<file path="src/rtl/spi_xfer_pkg.sv">
package spi_xfer_pkg;
  localparam int RATE_W   = 2;
  localparam int DIV_W    = 7;
  localparam int NUM_PADS = 3;
  localparam int PAD_SCK  = 0;
  localparam int PAD_MOSI = 1;
  localparam int PAD_MISO = 2;

  // half SCK period in system cycles: 4**rate
  function automatic logic [DIV_W-1:0] half_period(input logic [RATE_W-1:0] r);
    return DIV_W'(1) << (2 * r);
  endfunction
endpackage

</file>
<file path="src/rtl/spi_sync.sv">
module spi_sync #(
  parameter int W = 1,
  parameter logic [W-1:0] RST_VAL = '0
) (
  input  logic         clk,
  input  logic         rst_n,
  input  logic [W-1:0] d,
  output logic [W-1:0] q
);
  logic [W-1:0] meta_q;
  logic [W-1:0] sync_q;

  always_ff @(posedge clk or negedge rst_n) begin
    if (!rst_n) begin
      meta_q <= RST_VAL;
      sync_q <= RST_VAL;
    end else begin
      meta_q <= d;
      sync_q <= meta_q;
    end
  end

  assign q = sync_q;
endmodule

</file>
<file path="src/rtl/spi_rate_gen.sv">
module spi_rate_gen
  import spi_xfer_pkg::*;
(
  input  logic              clk,
  input  logic              rst_n,
  input  logic              run,
  input  logic [RATE_W-1:0] rate,
  output logic              tick
);
  logic [DIV_W-1:0] cnt_q, cnt_d;
  logic [DIV_W-1:0] half;

  always_comb begin
    half = half_period(rate);
    tick = run && (cnt_q == half - 1'b1);
    if (!run || tick) cnt_d = '0;
    else              cnt_d = cnt_q + 1'b1;
  end

  always_ff @(posedge clk or negedge rst_n) begin
    if (!rst_n) cnt_q <= '0;
    else        cnt_q <= cnt_d;
  end


  div_range_chk: assert property (@(posedge clk) disable iff (!rst_n)
    run |-> (cnt_q < half_period(rate)));
endmodule

</file>
<file path="src/rtl/spi_shifter.sv">
module spi_shifter #(
  parameter int DW = 8
) (
  input  logic          clk,
  input  logic          rst_n,
  input  logic          clear,
  input  logic          load,
  input  logic [DW-1:0] load_data,
  input  logic          edge_stb,
  input  logic          cpha,
  input  logic          rx_bit,
  output logic          tx_msb,
  output logic [DW-1:0] rx_word,
  output logic          last_edge,
  output logic          idle
);
  localparam int EDGES = 2 * DW;
  localparam int CW    = $clog2(EDGES);

  logic [CW-1:0] cnt_q, cnt_d;
  logic [DW-1:0] tx_q, tx_d;
  logic [DW-1:0] rx_q, rx_d;
  logic          sample_edge;
  logic          shift_edge;

  always_comb begin
    sample_edge = edge_stb && (cnt_q[0] == cpha);
    shift_edge  = edge_stb && (cnt_q[0] != cpha) && !(cpha && cnt_q == '0);
    last_edge   = edge_stb && (cnt_q == CW'(EDGES - 1));

    if (clear)          cnt_d = '0;
    else if (last_edge) cnt_d = '0;
    else if (edge_stb)  cnt_d = cnt_q + 1'b1;
    else                cnt_d = cnt_q;

    if (load)            tx_d = load_data;
    else if (shift_edge) tx_d = {tx_q[DW-2:0], 1'b0};
    else                 tx_d = tx_q;

    if (sample_edge) rx_d = {rx_q[DW-2:0], rx_bit};
    else             rx_d = rx_q;
  end

  always_ff @(posedge clk or negedge rst_n) begin
    if (!rst_n) begin
      cnt_q <= '0;
      tx_q  <= '0;
      rx_q  <= '0;
    end else begin
      cnt_q <= cnt_d;
      tx_q  <= tx_d;
      rx_q  <= rx_d;
    end
  end

  assign tx_msb  = tx_q[DW-1];
  assign rx_word = rx_d;
  assign idle    = (cnt_q == '0);
endmodule

</file>
<file path="src/rtl/spi_pad.sv">
module spi_pad (
  input  logic drive,
  input  logic wired,
  input  logic value,
  output logic pin_out,
  output logic pin_oe
);
  assign pin_out = wired ? 1'b0 : value;
  assign pin_oe  = drive && (!wired || !value);
endmodule

</file>
<file path="src/rtl/spi_xfer_core.sv">
module spi_xfer_core
  import spi_xfer_pkg::*;
#(
  parameter int DW = 8
) (
  input  logic              clk,
  input  logic              rst_n,
  input  logic              en,
  input  logic              master,
  input  logic              cpol,
  input  logic              cpha,
  input  logic [RATE_W-1:0] rate,
  input  logic              wired_or,
  input  logic              ld,
  input  logic [DW-1:0]     tx_byte,
  output logic              done,
  output logic [DW-1:0]     rx_byte,
  output logic              mode_fault,
  input  logic              sck_in,
  output logic              sck_out,
  output logic              sck_oe,
  input  logic              mosi_in,
  output logic              mosi_out,
  output logic              mosi_oe,
  input  logic              miso_in,
  output logic              miso_out,
  output logic              miso_oe,
  input  logic              ss_n
);
  // reset: asserted asynchronously, released on a clock edge
  logic rst_meta_q, rstn_i;
  always_ff @(posedge clk or negedge rst_n) begin
    if (!rst_n) begin
      rst_meta_q <= 1'b0;
      rstn_i     <= 1'b0;
    end else begin
      rst_meta_q <= 1'b1;
      rstn_i     <= rst_meta_q;
    end
  end

  // input synchronizers: {ss, sck, mosi}
  logic [2:0] sync_q;
  logic       ss_s, sck_s, mosi_s;
  spi_sync #(.W(3), .RST_VAL(3'b100)) u_sync (
    .clk   (clk),
    .rst_n (rstn_i),
    .d     ({ss_n, sck_in, mosi_in}),
    .q     (sync_q)
  );
  assign ss_s   = sync_q[2];
  assign sck_s  = sync_q[1];
  assign mosi_s = sync_q[0];

  // state
  logic          m_run_q, m_run_d;
  logic          sck_lvl_q, sck_lvl_d;
  logic          armed_q, armed_d;
  logic          sck_prev_q;
  logic          done_q, done_d;
  logic [DW-1:0] rx_q, rx_d;
  logic          fault_q;

  // combinational control
  logic          fault, slave_on, tick, m_edge, s_edge, edge_stb;
  logic          m_start, s_load, sh_load, sh_clear, rx_bit;
  logic          tx_msb, last_edge, sh_idle;
  logic [DW-1:0] rx_word;

  spi_rate_gen u_rate (
    .clk   (clk),
    .rst_n (rstn_i),
    .run   (m_run_q),
    .rate  (rate),
    .tick  (tick)
  );

  spi_shifter #(.DW(DW)) u_shift (
    .clk       (clk),
    .rst_n     (rstn_i),
    .clear     (sh_clear),
    .load      (sh_load),
    .load_data (tx_byte),
    .edge_stb  (edge_stb),
    .cpha      (cpha),
    .rx_bit    (rx_bit),
    .tx_msb    (tx_msb),
    .rx_word   (rx_word),
    .last_edge (last_edge),
    .idle      (sh_idle)
  );

  always_comb begin
    fault    = en && master && !ss_s;
    slave_on = en && !master;
    m_edge   = m_run_q && tick;
    s_edge   = slave_on && !ss_s && armed_q && (sck_s != sck_prev_q);
    edge_stb = master ? m_edge : s_edge;
    rx_bit   = master ? miso_in : mosi_s;
    m_start  = en && master && !fault && ld && !m_run_q;
    s_load   = slave_on && ld && sh_idle;
    sh_load  = m_start || s_load;
    sh_clear = !en || (master ? fault : ss_s);

    if (!en || !master || fault) m_run_d = 1'b0;
    else if (m_start)            m_run_d = 1'b1;
    else if (last_edge)          m_run_d = 1'b0;
    else                         m_run_d = m_run_q;

    if (m_edge)        sck_lvl_d = !sck_lvl_q;
    else if (!m_run_q) sck_lvl_d = cpol;
    else               sck_lvl_d = sck_lvl_q;

    if (!slave_on)               armed_d = 1'b0;
    else if (ss_s)               armed_d = 1'b1;
    else if (last_edge && !cpha) armed_d = 1'b0;
    else                         armed_d = armed_q;

    done_d = en && last_edge;
    rx_d   = last_edge ? rx_word : rx_q;
  end

  always_ff @(posedge clk or negedge rstn_i) begin
    if (!rstn_i) begin
      m_run_q    <= 1'b0;
      sck_lvl_q  <= 1'b0;
      armed_q    <= 1'b0;
      sck_prev_q <= 1'b0;
      done_q     <= 1'b0;
      rx_q       <= '0;
      fault_q    <= 1'b0;
    end else begin
      m_run_q    <= m_run_d;
      sck_lvl_q  <= sck_lvl_d;
      armed_q    <= armed_d;
      sck_prev_q <= sck_s;
      done_q     <= done_d;
      rx_q       <= rx_d;
      fault_q    <= fault;
    end
  end

  // line drivers
  logic [NUM_PADS-1:0] pad_drv, pad_val, pad_out, pad_oe;
  always_comb begin
    pad_drv[PAD_SCK]  = en && master && !fault;
    pad_val[PAD_SCK]  = sck_lvl_q;
    pad_drv[PAD_MOSI] = en && master && !fault;
    pad_val[PAD_MOSI] = tx_msb;
    pad_drv[PAD_MISO] = slave_on && !ss_s;
    pad_val[PAD_MISO] = tx_msb;
  end

  for (genvar g = 0; g < NUM_PADS; g++) begin : g_pad
    spi_pad u_pad (
      .drive   (pad_drv[g]),
      .wired   (wired_or),
      .value   (pad_val[g]),
      .pin_out (pad_out[g]),
      .pin_oe  (pad_oe[g])
    );
  end

  assign sck_out    = pad_out[PAD_SCK];
  assign sck_oe     = pad_oe[PAD_SCK];
  assign mosi_out   = pad_out[PAD_MOSI];
  assign mosi_oe    = pad_oe[PAD_MOSI];
  assign miso_out   = pad_out[PAD_MISO];
  assign miso_oe    = pad_oe[PAD_MISO];
  assign done       = done_q;
  assign rx_byte    = rx_q;
  assign mode_fault = fault_q;


  done_pulse_chk: assert property (@(posedge clk) disable iff (!rstn_i)
    done_q |=> !done_q);

  idle_return_chk: assert property (@(posedge clk) disable iff (!rstn_i)
    (done_q && master) |-> (sck_lvl_q == cpol));

  fault_stop_chk: assert property (@(posedge clk) disable iff (!rstn_i)
    fault_q |-> !m_run_q);

  off_quiet_chk: assert property (@(posedge clk) disable iff (!rstn_i)
    !en |=> (!done_q && !m_run_q));
endmodule

</file>
<file path="config.mk">
export PLATFORM = sky130hd
export DESIGN_NAME = spi_xfer_core
export DESIGN_NICKNAME = d
export VERILOG_FILES = /design/src/rtl/spi_xfer_pkg.sv /design/src/rtl/spi_sync.sv /design/src/rtl/spi_rate_gen.sv /design/src/rtl/spi_shifter.sv /design/src/rtl/spi_pad.sv /design/src/rtl/spi_xfer_core.sv
export SDC_FILE = /design/constraint.sdc
export NUM_CORES = 1
export LEC_CHECK = 0
export ABC_AREA = 1
export BUFFER_PORTS_ARGS = -buffer_cell sky130_fd_sc_hd__buf_2
export CORE_UTILIZATION = 45
export DETAILED_ROUTE_END_ITERATION = 6
export PLACE_DENSITY = 0.68
export SETUP_SLACK_MARGIN = 0.05
export SLEW_MARGIN = 20
export SYNTH_ARGS = -nofsm -noshare
export SYNTH_HDL_FRONTEND = slang
export SYNTH_SLANG_ARGS = --single-unit
</file>
<file path="constraint.sdc">
create_clock -name clk -period 1.8 [get_ports clk]
set_clock_uncertainty 0.2 [all_clocks]
set_input_delay 0.09 -clock clk [delete_from_list [all_inputs] [get_ports clk]]
set_output_delay 0.09 -clock clk [all_outputs]
set_load 0.01 [all_outputs]
</file>
==> results of run 1 <==
==> worst max-delay path: cells and delay by family, from the launching register on <==
kind                   cells  cell delay, ns
AOI/OAI and AO/OA          2            0.29
buffers and inverters      2            0.27
DFF                        1            0.41
and+or+nand+nor            5            0.54
==> path summary, 6_finish.rpt <==
check                                 from         end  slack, ns  cells after the start
max in group asynchronous            rst_n      rstn_i       0.81                      3
hold / removal                      master     armed_q       0.01                      6
min in group asynchronous           rstn_i   sck_lvl_q       0.04                      0
hold reg to reg                     rstn_i   sck_lvl_q       0.04                      0
setup reg to reg           u_rate.cnt_q[4]  rx_byte[7]       0.02                      9
setup / recovery           u_rate.cnt_q[4]  rx_byte[7]       0.02                      9
==> flip-flops by register name, summed over array words and instances, names as in the netlist <==
name / count
rx_byte: 8
u_shift.rx_q: 8
u_shift.tx_q: 8
u_rate.cnt_q: 7
u_shift.cnt_q: 4
u_sync.meta_q: 3
u_sync.q: 3
armed_q: 1
done: 1
m_run_q: 1
mode_fault: 1
rst_meta_q: 1
rstn_i: 1
sck_lvl_q: 1
sck_prev_q: 1
==> power by group through the flow <==
stage,combinational (mW),sequential [mW],clock [mW]
2_1_floorplan,0.150,1.23,0
3_3_place_gp,0.234,1.23,0
3_5_place_dp,0.237,1.23,0
4_1_cts,0.276,1.21,0.682
5_1_grt,0.315,1.22,0.717
6_report,0.275,1.21,0.665
==> kinds of logic (layout without fill, tap and decap cells) <==
logic type | after synthesis | in the layout | share of synthesized area [%]
AOI/OAI and AO/OA | 17 | 17 | 3.85
xor gates and xnor gates | 4 | 4 | 2.27
adders and majority gates | 3 | 3 | 1.58
buffers and inverters | 34 | 116 | 6.86
DFF | 49 | 49 | 51.8
muxes | 1 | 1 | 0.422
other | 1 | 1 | 0.158
and+or+nand+nor | 160 | 161 | 33.0
==> cell type report <==
| class | instances | share of cell area (%) |
|---|---|---|
| clock buffer | 5 | 2.17 |
| clock inverter | 3 | 0.670 |
| inverter | 30 | 3.70 |
| multi-input combinational | 187 | 33.8 |
| sequential | 49 | 38.8 |
| tap | 70 | 2.76 |
| timing repair buffer | 78 | 18.1 |
==> timing repair <==
| item | in CTS | in global routing |
|---|---|---|
| buffers inserted | 4 | 0 |
| hold endpoints to repair | 19 | 0 |
| hold buffers | 20 | 0 |
| gates resized for setup | 15 | 10 |
| gates cloned | 1 | 0 |
| setup endpoints to repair | 27 | 31 |
| pin swaps | 17 | 14 |
==> routing by layer <==
layer | vias up | GRT usage [%] | share of wire, %
met5 | - | 0 | 0
met4 | 0 | 7.13 | 1.3
li1 | 1018 | - | -
met3 | 7 | 2.85 | 2.5
met1 | 887 | 25.2 | 47
met2 | 33 | 32.8 | 49
==> synthesized netlist by cell type <==
cell type   n
a21oi_1     7
a21oi_2     1
and2_1      8
buf_12      1
buf_4       1
buf_6       2
clkinv_1    1
conb_1      1
dfrtp_1    47
dfstp_2     2
ha_1        3
inv_1      26
inv_2       3
mux2i_1     1
nand2_1    88
nand2_2     2
nand2_4     2
nand3_1    27
nand3_2     7
nand3_4     3
nand4_1     2
nor2_1     15
nor2_2      2
nor2_4      1
nor3_1      2
o211ai_1    1
o21ai_0     3
o21ai_1     5
or2_2       1
xnor2_1     1
xnor2_4     1
xor2_1      2
==> through the flow <==
stage	utilization (%)	hold WS (ns)	worst slack (ns)	instances
floorplan	-	-0.406	0.0678	269
global placement	54.2	-0.322	0.00513	389
detailed placement	54.2	-0.322	0.00686	389
CTS	61.9	0.0191	-0.00876	422
global route	62.6	0.0641	-0.0959	422
finish	62.6	0.00983	0.0232	422
==> cell usage in the layout (no fill, tap or decap), types with 3 or more instances in the layout <==
cell           count
a21oi_1            6
and2_1             8
buf_2             37
buf_4             17
clkbuf_8           5
dfrtp_1           45
dlygate4sd3_1     20
ha_1               3
inv_1             25
nand2_1           82
nand2_2            7
nand3_1           19
nand3_2           15
nand3_4            4
nor2_1            13
nor2_2             4
o21ai_1            7
==> summary.md, run 1 <==
| Metric | Value |
|---|---|
| Final Wtd Congestion | 0.812 |
| Dominant cell type by area after synthesis | dfrtp_1 |
| Worst VDD drop | 436 uV |
| DRC viols | 0 |
| Crit Path Category | flip-flop to flip-flop |
| Routed Antenna Nets | 0 |
| Max-cap violation count | 0 |
| Multi-input combinational cell area | 0.00107 mm^2 |
| Final setup vio count | 0 |
| Antenna violations before repair | 0 |
| Reg area | 0.00123 mm^2 |
| Pwr/cell area | 677 mW/mm^2 |
| RSZ-0062 raised after global routing | yes |
| Cell mode on critical path | nand3_1 |
| Max FO, Critical Path | 7 |
| Drt pass-1 iters | 4 |
| Endpoint type of the worst setup path | flip-flop |
| Grt ovf | 0 |
| Fin nets | 376 |
| CTS tree | done |
| Cell internal pwr | 1.57 mW |
| Root buffer cell | clkbuf_8 |
| Fraction of layout cells with a size suffix above 1 | 31.8% |
| Die H | 74.6 um |
| Vias | 1,945 |
| Clock power share | 30.9% |
| Clk buf depth | 2 |
| Num CTS Buffers | 5 |
| Post-route cell area | 0.00318 mm^2 |
| Post-DP Area | 0.00275 mm^2 |
| Sequential share of power | 56.3% |
| First-pass GRT wire length | 8.09 mm |
| Clock transition at path regs | 0.10 ns |
| Period minus WS final | 1.78 ns |
| Clock Sinks | 49 |
| Antenna diode count | 0 |
| Crit path launch type | flip-flop |
| Synth top area share | 49.6% |
| Worst-path cell chain | o21ai_1, nand3_1, nor2_4, nand3_4, a21oi_2, buf_6, buf_12, nand3_1, nand2_1 |
| Crit path arrival time | 1.83 ns |
| Clock latency on the worst-skew pair | 0.31 ns |
| Crit path required time | 1.85 ns |
| WL per Instance | 11.3 um |
| Fill cells | 462 |
| Hpwl dp | 3.28 mm |
| Synthesized flop and latch total | 49 |
| Post-synthesis instance area | 0.00237 mm^2 |
| Fin crit share | 98.7% |
| Actual slew at the worst max-slew pin | 0.510 ns |
| Sequential area share after synthesis | 51.8% |
| Setup TNS | 0 ns |
| Yosys warns | 0 |
| Switching share of power | 26.9% |
| Maximum number of pins on one net before global-route repair | 23 |
| Port bufs | 37 |
| Syn Area/Cell | 8.81 um^2 |
| Leak | 1.60 nW |
| Initial core utilization | 46.7% |
| Htree depth | 2 |
| Sw power | 0.578 mW |
| Max-slew violations | 0 |
| Gate Count Post-Synth | 269 |
| Worst min path class | primary input to flip-flop |
| Library cells used by synthesis | 32 |
| Synth top area cells | dfrtp_1, nand2_1, nand3_1 |
| Site Rows | 26 |
| Pwr Total | 2.15 mW |
| Status | completed |
| Final hold vios | 0 |
| Core footprint | 0.00507 mm^2 |
| Max incr delay on CP | 0.41 ns |
| Slowest CP cell | dfrtp_1 |
| Vias in the first global route | 1,840 |
| Syn Nets | 294 |
| I/O pin count | 38 |
| Initial DRC count | 54 |
| Comb pwr share | 12.8% |
| Area delta synth->final | 34.0% |
| Relative slew slack | 66.0% |
| Fmax | 563 MHz |
| GRT Total Usage | 19.4% |
| Routed wire length | 4.76 mm |
| Die ar. | 0.00556 mm^2 |
| Width of the die | 74.6 um |
| Via/cell ratio | 4.61 |
No activity file was read; power rests on OpenSTA's default activity.
==> run 2, diff against run 1 <==
==> constraint.sdc (replaced) <==
create_clock -name clk -period 1.8 [get_ports clk]
set_clock_uncertainty 0.2 [all_clocks]
set_input_delay 0.27 -clock clk [delete_from_list [all_inputs] [get_ports clk]]
set_output_delay 0.27 -clock clk [all_outputs]
set_load 0.01 [all_outputs]
==> run 2 against run 1 <==
Effect of this change: the run now ends with setup timing left; die area is the same; final area grew 1.1%; maximum frequency shrank 6.4%; critical path depth is the same; core utilization grew 0.71 points; clock power grew 2%; worst setup slack lost 0.12 ns; wire length grew 9.5%.
==> summary.md, run 2 (synthesis results as in run 1) <==
| Metric | Value |
|---|---|
| Cell internal pwr | 1.57 mW (about the same) |
| Max-cap violation count | 0 (unchanged) |
| Fraction of layout cells with a size suffix above 1 | 38.9% (was 31.8%) |
| Worst-path cell chain | nand2_1, a21oi_2, nand2_4, nor2_4, nand3_4, a21oi_4, buf_6, nand3_1, nand2_1 (was o21ai_1, nand3_1, nor2_4, nand3_4, a21oi_2, buf_6, buf_12, nand3_1, nand2_1) |
| Width of the die | 74.6 um (unchanged) |
| GRT Total Usage | 20.9% (was 19.4%) |
| Htree depth | 2 (unchanged) |
| Maximum number of pins on one net before global-route repair | 20 (was 23) |
| Via/cell ratio | 4.82 (was 4.61) |
| Setup TNS | -0.949 ns (was 0 ns) |
| Comb pwr share | 13.6% (was 12.8%) |
| Finished Layout Cells | 417 (was 422) |
| Port bufs | 37 (unchanged) |
| Area delta synth->final | 35.5% (was 34.0%) |
| Crit path depth | 9 (unchanged) |
| Crit path arrival time | 1.95 ns (was 1.83 ns) |
| First-pass GRT wire length | 8.71 mm (was 8.09 mm) |
| Crit Path Category | flip-flop to flip-flop (unchanged) |
| RSZ-0062 raised after global routing | yes (unchanged) |
| Grt ovf | 0 (unchanged) |
| Final Wtd Congestion | 0.882 (was 0.812) |
| Crit path launch type | flip-flop (unchanged) |
| Sequential share of power | 55.4% (was 56.3%) |
| Worst Path Buf+Inv | 1 (was 2) |
| Initial core utilization | 46.7% (unchanged) |
| Root buffer cell | clkbuf_8 (unchanged) |
| Crit path required time | 1.85 ns (about the same) |
| Commonest non-fill, non-tap cell in the layout | nand2_1 (unchanged) |
| Placed cell count | 390 (was 389) |
| I/O pin count | 38 (unchanged) |
| Hpwl dp | 3.34 mm (was 3.28 mm) |
| Site Rows | 26 (unchanged) |
| Clk buf depth | 2 (unchanged) |
| Core footprint | 0.00507 mm^2 (unchanged) |
| Final hold vios | 0 (unchanged) |
| Pwr Total | 2.18 mW (was 2.15 mW) |
| Routed wire length | 5.21 mm (was 4.76 mm) |
| Antenna violations before repair | 0 (unchanged) |
| Hold depth | 3 (was 6) |
| Fin crit share | 105% (was 98.7%) |
| Clock transition at path regs | 0.09 ns (was 0.10 ns) |
| Failing checks | setup timing |
| Slowest CP cell | dfrtp_1 (unchanged) |
| Vias | 2,011 (was 1,945) |
| Max incr delay on CP | 0.39 ns (was 0.41 ns) |
| Reg2Reg Depth | 9 (unchanged) |
| Worst min path class | primary input to flip-flop (unchanged) |
| Post-DP Area | 0.00273 mm^2 (was 0.00275 mm^2) |
| Sw power | 0.606 mW (was 0.578 mW) |
| Vias in the first global route | 1,964 (was 1,840) |
| Dpl ws | -0.0549 ns (was 0.00686 ns) |
| Status | finished, violations left (was completed) |
| Num CTS Buffers | 5 (unchanged) |
| Final setup vio count | 23 (was 0) |
| Clock Sinks | 49 (unchanged) |
| Max FO, Critical Path | 8 (was 7) |
| Cell mode on critical path | nand2_1 (was nand3_1) |
| DRC viols | 0 (unchanged) |
| CTS tree | done (unchanged) |
| Clock latency on the worst-skew pair | 0.32 ns (was 0.31 ns) |
| Die ar. | 0.00556 mm^2 (unchanged) |
| Drt pass-1 iters | 4 (unchanged) |
| Max-slew violations | 0 (unchanged) |
| Die H | 74.6 um (unchanged) |
| WL per Instance | 12.5 um (was 11.3 um) |
| Worst hold slack | 0.0124 ns (was 0.00983 ns) |
| Pwr/cell area | 678 mW/mm^2 (was 677 mW/mm^2) |
| Clock power share | 31.0% (was 30.9%) |
| Setup slack after layout | -0.0987 ns (was 0.0232 ns) |
| Leak | 1.61 nW (was 1.60 nW) |
| Worst VDD drop | 476 uV (was 436 uV) |
| Post-route cell area | 0.00321 mm^2 (was 0.00318 mm^2) |
| Most frequent cells in the layout | nand2_1, dfrtp_1, buf_2, inv_1, buf_4 (was nand2_1, dfrtp_1, buf_2, inv_1, dlygate4sd3_1) |
| Switching share of power | 27.8% (was 26.9%) |
| Fin nets | 371 (was 376) |
| Period minus WS final | 1.90 ns (was 1.78 ns) |
| Post-layout util | 63.3% (was 62.6%) |
| Antenna diode count | 0 (unchanged) |
| CP delay by family, top | simple AND/OR/NAND/NOR gates (unchanged) |
| Endpoint type of the worst setup path | flip-flop (unchanged) |
| Routed Antenna Nets | 0 (unchanged) |
| Fmax | 527 MHz (was 563 MHz) |
| Initial DRC count | 106 (was 54) |
==> run 2: power groups by stage <==
stage	logic [mW]	registers, mW	clock network (mW)
floorplan	0.150	1.23	0
global placement	0.236	1.23	0
detailed placement	0.241	1.23	0
CTS	0.268	1.20	0.696
global route	0.336	1.21	0.736
finish	0.297	1.21	0.675
==> run 2: layout make-up <==
cell class / count / area (um^2)
Fill cell: 424 / 1860
Sequential cell: 49 / 1230
Multi-Input combinational cell: 188 / 1190
Timing Repair Buffer: 72 / 490
Inverter: 30 / 115
Tap cell: 70 / 87.6
Clock buffer: 5 / 68.8
Clock inverter: 3 / 25.0
==> run 2: final timing paths <==
kind,startpoint,endpoint,slack (ns)
max,u_rate.cnt_q[3],rx_byte[0],-0.1
min,cpol,sck_lvl_q,0.01
max reg2reg,u_rate.cnt_q[3],rx_byte[0],-0.1
min reg2reg,rstn_i,u_sync.q[2],0.06
max in group asynchronous,rstn_i,u_rate.cnt_q[2],0.44
min in group asynchronous,rstn_i,u_sync.q[2],0.06
==> run 2: worst min-delay path, cell delays in order <==
cell and delay, ns:
buf_2 0.07, nand2_1 0.04, o211ai_1 0.09
==> run 2: what timing repair did <==
action / CTS / global route
endpoints found under the setup margin: 28 / 34
resized for setup: 15 / 35
pin swaps: 7 / 19
hold endpoints to repair: 16 / 0
buffers inserted: 7 / 5
gates cloned: 2 / 0
hold buffers: 6 / 0
==> run 2: per-layer routing <==
layer  up-vias  global-route usage, %  part of all wire, %
li1       1003                      -                    -
met1       954                   27.0                   46
met2        45                   34.3                   48
met3         9                   4.20                  3.6
met4         0                   8.18                  1.7
met5         -                      0                    0
